==> src/rtl/pair_check.sv <==
module pair_check #(
  parameter int REG_W = 5,
  parameter int OPC_W = 3,
  parameter int RES_W = 4,
  parameter logic [(1<<OPC_W)-1:0] V_OPS = 8'b0000_1111
) (
  input  logic             clk,
  input  logic             rst_n,
  input  logic             o_vld,
  input  logic [REG_W-1:0] o_dst,
  input  logic             o_dst_v,
  input  logic [RES_W-1:0] o_res,
  input  logic             y_vld,
  input  logic [REG_W-1:0] y_dst,
  input  logic             y_dst_v,
  input  logic [REG_W-1:0] y_sa,
  input  logic             y_sa_v,
  input  logic [REG_W-1:0] y_sb,
  input  logic             y_sb_v,
  input  logic [OPC_W-1:0] y_op,
  input  logic [RES_W-1:0] y_res,
  output logic             issue_u,
  output logic             issue_v,
  output logic             hold,
  output logic             u_slot
);
  logic raw_a, raw_b, waw, res_hit, v_ok, both, pair_ok;

  assign raw_a   = y_sa_v && o_dst_v && (y_sa == o_dst);
  assign raw_b   = y_sb_v && o_dst_v && (y_sb == o_dst);
  assign waw     = y_dst_v && o_dst_v && (y_dst == o_dst);
  assign res_hit = |(o_res & y_res);
  assign v_ok    = V_OPS[y_op];
  assign both    = o_vld && y_vld;
  assign pair_ok = both && !raw_a && !raw_b && !waw && !res_hit && v_ok;

  always_ff @(posedge clk or negedge rst_n) begin
    if (!rst_n) begin
      issue_u <= 1'b0;
      issue_v <= 1'b0;
      hold    <= 1'b0;
      u_slot  <= 1'b0;
    end else begin
      issue_u <= o_vld || y_vld;
      issue_v <= pair_ok;
      hold    <= both && !pair_ok;
      u_slot  <= !o_vld && y_vld;
    end
  end
endmodule


==> config.mk <==
export PLATFORM = sky130hd
export DESIGN_NAME = pair_check
export DESIGN_NICKNAME = d
export VERILOG_FILES = /design/src/rtl/pair_check.sv
export SDC_FILE = /design/constraint.sdc
export NUM_CORES = 1
export LEC_CHECK = 0
export ABC_AREA = 0
export BUFFER_PORTS_ARGS = -buffer_cell sky130_fd_sc_hd__buf_2
export CORE_AREA = 10 10 47 49
export CTS_CLUSTER_DIAMETER = 150
export CTS_CLUSTER_SIZE = 8
export DETAILED_ROUTE_END_ITERATION = 16
export DIE_AREA = 0 0 57 59
export PLACE_DENSITY_LB_ADDON = 0.12
export SKIP_CTS_REPAIR_TIMING = 1
export SLEW_MARGIN = 10
export SYNTH_ARGS = -nofsm -noshare
export SYNTH_HDL_FRONTEND = slang
export SYNTH_SLANG_ARGS = --single-unit
==> constraint.sdc <==
create_clock -name clk -period 0.8 [get_ports clk]
set_input_delay 0.08 -clock clk [delete_from_list [all_inputs] [get_ports clk]]
set_output_delay 0.08 -clock clk [all_outputs]
set_load 0.02 [all_outputs]
# Yosys cells after proc, flatten, opt, wreduce, memory -nomap -nowiden
# Memories as Yosys holds them, arrays and structs flattened.
# Cells that the tools add are included.
[word_totals]
input_bits = 39
elab_cells = 33
mem_bits_ro = 8
reg_bits = 4
memories = 1
output_inout_bits = 4
[memory_table]
columns = ["memory", "depth", "word_bits", "rd", "rd_ports_with_merged_regs", "wr", "line_no", "rtl"]
rows = [
  ["(no name shown)", 8, 1, 1, 0, 0, "33", "assign v_ok = V_OPS[y_op];"],
]
[op_classes]
n_reduce_logical = 22
magnitude_cmp = 1
n_eq_ne = 3
mux = 1
n_bitwise = 1
[op_table]
columns = ["op", "count"]
rows = [
  ["$eq 5x5->1", 3],
  ["$logic_and 1x1->1", 14],
  ["$logic_not 1->1", 6],
  ["$and 4x4->4", 1],
  ["$lt 3x4->1 const B", 1],
  ["$reduce_or 4->1", 1],
  ["$logic_or 1x1->1", 1],
  ["$mux 1", 1],
]

# Depth between registers and ports, before layout
# Gate-level depths: netlist of run 1.
[logic_depth]
depth_word = 10
mapped_depth = 4
depth_no_buf = 4

# Worst setup path after synthesis of run 1
# Ideal clock, no wire load.
[synth_timing]
path_kind = "input to register"
startpoint = "input port o_res[1]"
endpoint = "register hold"
setup_time_ps = 126
slack_ps = -257
required_time_ps = 674
stages = 4
t_arrival_ps = 931
cell_sequence = "a222oi_1 -> nand2_1 -> a41o_1 -> o311a_1"
[synth_between]
elab_chain_cells = 7
[synth_rtl]
columns = ["item", "line_no", "rtl"]
rows = [
  ["from (decl)", "12", "input logic [RES_W-1:0] o_res,"],
  ["$and 4x4->4", "32", "assign res_hit = |(o_res & y_res);"],
  ["$reduce_or 4->1", "32", ""],
  ["$logic_not 1->1", "35", "assign pair_ok = both && !raw_a && !raw_b && !waw && !res_hit && v_ok;"],
  ["$logic_and 1x1->1 (2 in series)", "35", ""],
  ["$logic_not 1->1", "46", "hold <= both && !pair_ok;"],
  ["$logic_and 1x1->1", "46", ""],
  ["to (signal assigned)", "46", ""],
  ["to (decl)", "24", "output logic hold,"],
]
# No other way between the ends.

# Final worst setup path of run 1
[layout_timing]
startpoint = "input port y_res[1]"
endpoint = "register hold"
[layout_between]
elab_chain_cells = 7
[layout_rtl]
columns = ["item", "line_no", "rtl"]
rows = [
  ["from (decl)", "21", "input logic [RES_W-1:0] y_res,"],
  ["$and 4x4->4", "32", ""],
  ["$reduce_or 4->1", "32", ""],
  ["$logic_not 1->1", "35", ""],
  ["$logic_and 1x1->1 (2 in series)", "35", ""],
  ["$logic_not 1->1", "46", ""],
  ["$logic_and 1x1->1", "46", ""],
]
# No other way between the ends.

==> run_results.csv, run 1 <==
group,metric,value,unit
run_status,status,"finished, violations left",
run_status,violations,"negative setup slack",
die,core_area,1400,um^2
placement,globalplace.congestion,0.631,
min_path,hold_class,"primary input to register",
clocking,numCtsBuffers,3,
synth,synth-compound-area-share,10.6,%
power_and_ir_drop,power_density,1100,nW/um^2
power_and_ir_drop,power,724,uW
power_and_ir_drop,power_leakage,0.000327,uW
placement,post-place-ws,-440,ps
die,dieArea,3360,um^2
clocking,clockBufferDepth,2,
route,post_drt_via_cell_ratio,4.19,
timing,worstMarginPinSlew,284,ps
timing,drv_slew,0,
synth,synthMuxAreaShare,0,%
synth,synth-seq-area-share,30.4,%
route,wl_per_cell,11.9,um
setup_path,path_cells,"buf_6 -> a222oi_1 -> nand2_1 -> a41o_1 -> o311a_1",
timing,period_minus_slack,984,ps
cells_and_area,final_cell_mix,"buf_2, xnor2_1, buf_6, buf_4",
timing,finalWorstSetupSlack,-184,ps
global_route,grt_overflow,0,
clocking,cts_tree,"yes",
global_route,grt_pass1_wl,1820,um
synth,syn_area_per_cell,9.40,um^2
setup_path,arrival,1090,ps
min_path,worstHoldStart,"o_vld",
placement,dp_hpwl,1130,um
route,vias,419,
power_and_ir_drop,ir_drop,0.504,mV
die,die_h,59,um
route,wirelength,1190,um
cells_and_area,final_core_util,46.9,%
setup_path,cp_max_fo,2,
flow_run,max_cap_viol_count,0,
timing,slew_headroom,81.0,%
clocking,clk_pin_slew,40,ps
global_route,gr-usage-all-layers,6.90,%
synth,synth_top_family_by_area,"XOR/XNOR gates",
placement,portBuffers,40,
global_route,grt_max_degree,5,
cells_and_area,final_common_cell,"buf_2",
timing,finalSetupViolCount,4,
route,drtIter0Drc,5,
clocking,root_buffer,"clkbuf_4",
synth,syn-cell-area,329,um^2
cells_and_area,num-nets-final,125,
die,num_rows,14,
synth,synth_cell_types,14,
global_route,antenna_found_initial,0,
die,die_w,57,um
timing,max_freq,1.02,GHz
cells_and_area,drive_gt1_share,59.5,%
setup_path,critical_path.slowest_cell,"a222oi_1",
synth,synth-seq-cells,4,
clocking,clock-sinks,4,
route,drcViolationCount,0,
setup_path,required,910,ps
setup_path,cp-start-kind,"primary input",
die,ios,43,
synth,yosys_warnings,0,
route,first_pass_iters,4,
setup_path,endpoint_kind,"register",
cells_and_area,syn_to_final_growth,99.6,%
min_path,min_to,"u_slot$_DFF_PN0_",
synth,syn_nets,74,
setup_path,max_stage_delay,330,ps
synth,synth-adder-area-share,0,%
clocking,h-tree-depth,1,
synth,syn_inst,35,
timing,rsz0062_at_grt,"yes",
route,ant_nets,0,
global_route,grt_pass1_vias,481,
synth,synth-xor-area-share,39.9,%
setup_path,worstSetupPathType,"primary input to register",
timing,hold_viol,0,
cells_and_area,n_antenna_cell,0,
synth,synth-simple-area-share,19.0,%
min_path,whs_path_depth,2,
die,start_util,23.5,%
timing,min_period_over_period,123,%
## routing by layer
| metal | wire, um | part of all wire (%) | global-route usage (%) | vias up |
|---|---|---|---|---|
| met4 | 0 | 0 | 6.04 | 0 |
| met3 | 87 | 7.3 | 3.43 | 0 |
| met5 | 0 | 0 | 0 | - |
| li1 | - | - | - | 225 |
| met1 | 418 | 35 | 6.12 | 177 |
| met2 | 687 | 58 | 11.5 | 17 |
## Yosys cell counts, drive strengths merged
| master | n | area (um^2) |
|---|---|---|
| a21oi | 1 | 5.00 |
| nand2 | 2 | 7.51 |
| o311a | 1 | 10.0 |
| a222oi | 1 | 10.0 |
| nand4 | 2 | 12.5 |
| a41o | 1 | 10.0 |
| xnor2 | 11 | 96.3 |
| nor2 | 2 | 7.51 |
| xor2 | 4 | 35.0 |
| or2 | 1 | 6.26 |
| nor4 | 2 | 12.5 |
| nor2b | 1 | 6.26 |
| dfrtp | 4 | 100 |
| nand3 | 2 | 10.0 |
## power breakdown
part / leakage [uW] / switching [uW] / total [uW] / internal [uW]
registers: 0.0000500 / 4.06 / 217 / 213
logic: 0.000263 / 104 / 267 / 163
clock network: 0.0000138 / 72.5 / 240 / 167
total: 0.000327 / 181 / 724 / 543
## worst max-delay path, delay by kind of cell
kind	cells	cell delay [ps]
buf+inv	1	90
simple gates	1	80
compound gates	3	840
## sequential cells by signal, summed over array words and instances, names as in the netlist
register,flops
issue_v,1
issue_u,1
u_slot,1
hold,1
## through the flow
stage	TNS (ps)	hold WS, ps	instances	cell area, um^2
floorplan	-354	-216	35	329
global placement	-744	-112	96	587
detailed placement	-758	-115	96	587
CTS	-353	-359	99	609
global route	-452	57.7	100	657
finish	-231	41.8	100	657
## layout make-up
cell class                      instances  area (um^2)
Clock buffer                            3         22.5
Fill cell                             156          744
Multi-Input combinational cell         31          235
Sequential cell                         4          100
Tap cell                               16         20.0
Timing Repair Buffer                   46          279
## cells by family (layout without fill, tap and decap cells)
| family | count (synthesis) | count (layout) |
|---|---|---|
| and+or+nand+nor | 12 | 12 |
| DFF | 4 | 4 |
| xor gates and xnor gates | 15 | 15 |
| buffers and inverters | 0 | 49 |
| AOI/OAI and AO/OA | 4 | 4 |
## worst max path at each step
| stage | to | startpoint | slack (ps) |
|---|---|---|---|
| 6_report | hold$_DFF_PN0_ | y_res[1] | -180 |
| 5_1_grt | hold$_DFF_PN0_ | y_res[1] | -240 |
| 4_1_cts | hold$_DFF_PN0_ | o_res[1] | -200 |
| 3_5_place_dp | hold$_DFF_PN0_ | o_res[1] | -440 |
| 3_3_place_gp | hold$_DFF_PN0_ | o_res[1] | -410 |
| 2_1_floorplan | hold$_DFF_PN0_ | o_res[1] | -260 |
(Power assumes the default switching activity.)
==> run 2: changes to the inputs <==
Settings changed: PLACE_DENSITY set to 0.67, PLACE_DENSITY_LB_ADDON 0.12 to unset.
==> run 2 against run 1 <==
  * The flow still finishes with violations (negative setup slack)
  * Critical endpoint unchanged
  * Wire length up 6.8%
  * Count of clock-buffer cells in the layout unchanged
  * Sequential share of layout area up 0.18 points
  * Combinational power about the same
  * Largest power group unchanged
  * Clock power up 7%
  * First-iteration DRC count down 80%
  * Global-route usage up 1.1 points
  * Via count up 3.1%
  * Critical path type unchanged
  * Flip-flop and latch count unchanged
  * Utilization down 0.54 points
==> run_results.csv, run 2 (synthesis gave the netlist of run 1 again) <==
group,metric,value,unit
run_status,status,"finished, violations left",
run_status,violations,"negative setup slack",
timing,rsz0062_at_grt,"yes",
die,dieArea,3360,um^2
timing,finalSetupViolCount,6,
cells_and_area,drive_gt1_share,59.0,%
cells_and_area,n_antenna_cell,0,
power_and_ir_drop,ir_drop,0.356,mV
clocking,h-tree-depth,1,
timing,min_period_over_period,118,%
min_path,hold_class,"primary input to register",
min_path,worstHoldStart,"o_vld",
placement,dp_hpwl,1180,um
setup_path,arrival,1060,ps
placement,placed_area,579,um^2
die,num_rows,14,
cells_and_area,num-nets-final,124,
setup_path,max_stage_delay,320,ps
cells_and_area,final_cell_mix,"buf_2, xnor2_1, buf_6",
power_and_ir_drop,power_leakage,0.000322,uW
setup_path,cp_max_fo,2,
clocking,clock-sinks,4,
route,drcViolationCount,0,
route,wl_per_cell,12.9,um
timing,finalWorstSetupSlack,-144,ps
power_and_ir_drop,power_density,1140,nW/um^2
die,die_h,59,um
timing,drv_slew,0,
cells_and_area,fillers,150,
clocking,cts_tree,"yes",
route,vias,432,
placement,post-place-ws,-412,ps
setup_path,cp-start-kind,"primary input",
clocking,clockBufferDepth,2,
timing,hold_viol,0,
clocking,clk_pin_slew,40,ps
cells_and_area,final_common_cell,"buf_2",
global_route,grt_pass1_vias,500,
placement,globalplace.congestion,0.676,
die,start_util,23.5,%
route,ant_nets,0,
route,first_pass_iters,4,
cells_and_area,ff_latch_area,100,um^2
placement,portBuffers,40,
clocking,root_buffer,"clkbuf_4",
global_route,grt_max_degree,5,
flow_run,max_cap_viol_count,0,
setup_path,required,920,ps
route,post_drt_via_cell_ratio,4.36,
global_route,grt_pass1_wl,2130,um
die,core_area,1400,um^2
timing,slew_headroom,82.2,%
timing,worstMarginPinSlew,268,ps
cells_and_area,finalInstanceArea,649,um^2
die,die_w,57,um
route,drtIter0Drc,1,
clocking,numCtsBuffers,3,
timing,max_freq,1.06,GHz
setup_path,setup.worst_path.start,"o_res[1]",
setup_path,critical_path.slowest_cell,"a222oi_1",
cells_and_area,final_core_util,46.3,%
global_route,gr-usage-all-layers,7.98,%
cells_and_area,multi_input_comb_area,235,um^2
timing,period_minus_slack,944,ps
setup_path,path_cells,"buf_6 -> a222oi_1 -> nand2_1 -> a41o_1 -> o311a_1",
global_route,grt_overflow,0,
setup_path,endpoint,"hold$_DFF_PN0_",
setup_path,endpoint_kind,"register",
setup_path,worstSetupPathType,"primary input to register",
min_path,whs_path_depth,2,
die,ios,43,
route,wirelength,1270,um
global_route,antenna_found_initial,0,
cells_and_area,syn_to_final_growth,97.3,%
## run 2: per-stage QoR
step,hold slack (ps),cells,TNS [ps],total power (uW)
finish,37.0,99,-211,741
global placement,-115,95,-720,459
detailed placement,-111,95,-726,465
floorplan,-216,35,-354,317
CTS,-364,98,-329,727
global route,47.1,99,-418,798
## run 2: layout make-up
cell class,instances,share of cell area (%)
multi-input combinational,31,36.2
clock buffer,3,3.47
tap,16,3.08
sequential,4,15.4
timing repair buffer,45,41.8
## run 2: report_power, final
part	switching, uW	internal [uW]
combinational	106	160
clock	89.5	168
sequential	4.12	213
total	199	541
## run 2: worst min-delay path by stage
stage                             to
finish              u_slot$_DFF_PN0_
global route        u_slot$_DFF_PN0_
CTS                   hold$_DFF_PN0_
detailed placement  u_slot$_DFF_PN0_
global placement    u_slot$_DFF_PN0_
floorplan             hold$_DFF_PN0_
## run 2: layer usage
| layer | part of all wire, % | track usage [%] | vias up |
|---|---|---|---|
| li1 | - | - | 222 |
| met1 | 33 | 6.72 | 185 |
| met2 | 55 | 14.4 | 22 |
| met3 | 9.6 | 4.29 | 3 |
| met4 | 2.0 | 5.03 | 0 |
| met5 | 0 | 0 | - |
## run 2: worst max-delay path, delay by kind of cell
kind / cells / cell delay [ps]
AO/OA/AOI/OAI: 3 / 820
AND/OR/NAND/NOR: 1 / 80
buffers and inverters: 1 / 90
==> run 3: changes to the inputs <==
Settings changed: CTS_BUF_LIST set to sky130_fd_sc_hd__clkbuf_4, SKIP_CTS_REPAIR_TIMING 1 to unset.
==> run 3 against run 2 <==
  * Via count up 0.23%
  * Critical path type unchanged
  * Highest routed layer unchanged
  * Clock power barely moved
  * Die area unchanged
  * The flow still finishes with violations (negative setup slack)
==> run_results.csv, run 3 (synthesis gave the netlist of run 1 again) <==
group,metric,value,unit
global_route,grt_overflow,0,
cells_and_area,final-instance-count-excl-fill,99,
power_and_ir_drop,power_leakage,0.000322,uW
placement,post-place-ws,-412,ps
placement,dp_hpwl,1180,um
power_and_ir_drop,power,740,uW
global_route,antenna_found_initial,0,
die,die_h,59,um
timing,drv_slew,0,
power_and_ir_drop,switching_share,26.9,%
cells_and_area,n_antenna_cell,0,
placement,dp_cells,95,
cells_and_area,fillers,150,
route,ant_nets,0,
route,vias,433,
timing,hold_slack,37.2,ps
route,drtIter0Drc,1,
global_route,grt_pass1_wl,2160,um
cells_and_area,final_common_cell,"buf_2",
global_route,grt_pass1_vias,503,
timing,min_period_over_period,118,%
route,first_pass_iters,4,
timing,hold_viol,0,
power_and_ir_drop,power_density,1140,nW/um^2
clocking,numCtsBuffers,3,
clocking,clk_pin_slew,40,ps
timing,period_minus_slack,944,ps
placement,placed_area,579,um^2
global_route,grt_max_degree,5,
route,wirelength,1270,um
cells_and_area,syn_to_final_growth,97.3,%
cells_and_area,finalInstanceArea,649,um^2
placement,portBuffers,40,
power_and_ir_drop,p_switching,199,uW
timing,finalWorstSetupSlack,-144,ps
min_path,worstHoldStart,"o_vld",
run_status,violations,"negative setup slack",
clocking,root_buffer,"clkbuf_4",
power_and_ir_drop,intPower,541,uW
setup_path,endpoint_kind,"register",
run_status,status,"finished, violations left",
power_and_ir_drop,p_comb_share,35.9,%
setup_path,required,920,ps
setup_path,arrival,1060,ps
flow_run,max_cap_viol_count,0,
timing,worstMarginPinSlew,268,ps
die,num_rows,14,
die,start_util,23.5,%
setup_path,setup.worst_path.start,"o_res[1]",
timing,rsz0062_at_grt,"yes",
placement,globalplace.congestion,0.676,
timing,finalSetupViolCount,6,
power_and_ir_drop,ir_drop,0.356,mV
clocking,clock-sinks,4,
route,wl_per_cell,12.9,um
power_and_ir_drop,p_clk_share,34.7,%
route,drcViolationCount,0,
clocking,h-tree-depth,1,
timing,max_freq,1.06,GHz
die,die_w,57,um
timing,slew_headroom,82.2,%
cells_and_area,final_cell_mix,"buf_2, xnor2_1, buf_6",
clocking,post_cts_buffers,0,
min_path,hold_class,"primary input to register",
global_route,gr-usage-all-layers,8.12,%
cells_and_area,num-nets-final,124,
setup_path,cp_max_fo,2,
route,post_drt_via_cell_ratio,4.37,
die,ios,43,
die,dieArea,3360,um^2
power_and_ir_drop,seqPwrFrac,29.3,%
clocking,clockBufferDepth,2,
clocking,cts_tree,"yes",
cells_and_area,drive_gt1_share,59.0,%
setup_path,cp-start-kind,"primary input",
die,core_area,1400,um^2
setup_path,worstSetupPathType,"primary input to register",
run 3: cell counts in the layout (fill, tap and decap cells not counted):
No cell type changed its count.
run 3: metrics by stage:
| stage | TNS (ps) | util [%] |
|---|---|---|
| floorplan | -354 | - |
| global placement | -720 | 41.3 |
| detailed placement | -726 | 41.3 |
| CTS | -352 | 46.3 |
| global route | -524 | 46.3 |
| finish | -303 | 46.3 |
run 3: critical path, stage by stage:
cell and delay (ps):
buf_6 90, a222oi_1 320, nand2_1 80, a41o_1 220
o311a_1 280
run 3: final timing paths:
check,end,slack [ps],cells past startpoint
setup / recovery,hold$_DFF_PN0_,-140,5
hold / removal,u_slot$_DFF_PN0_,40,2
max in group asynchronous,u_slot$_DFF_PN0_,510,2
min in group asynchronous,hold$_DFF_PN0_,170,2
run 3: power groups by stage:
stage	sequential [uW]	combinational (uW)	clock [uW]
2_1_floorplan	230	87.1	0
3_3_place_gp	217	243	0
3_5_place_dp	217	248	0
4_1_cts	217	271	264
5_1_grt	218	294	287
6_report	217	266	257
run 3: cell type report:
type | instances | area [um^2] | share of cell area (%)
Clock buffer | 3 | 22.5 | 3.47
Multi-Input combinational cell | 31 | 235 | 36.2
Sequential cell | 4 | 100 | 15.4
Tap cell | 16 | 20.0 | 3.08
Timing Repair Buffer | 45 | 272 | 41.8
run 3: layer usage:
layer	GRT usage [%]	share of wire (%)	vias up
met1	6.86	33	186
met2	14.7	55	22
li1	-	-	222
met5	0	0	-
met4	5.03	2.0	0
met3	4.29	9.6	3
run 3: what timing repair did:
item                       4_1_cts  5_1_grt
hold buffers                     1        0
setup endpoints to repair        6        6
hold endpoints to repair         4        0
resized for setup               10        0
pin swaps                        1        0
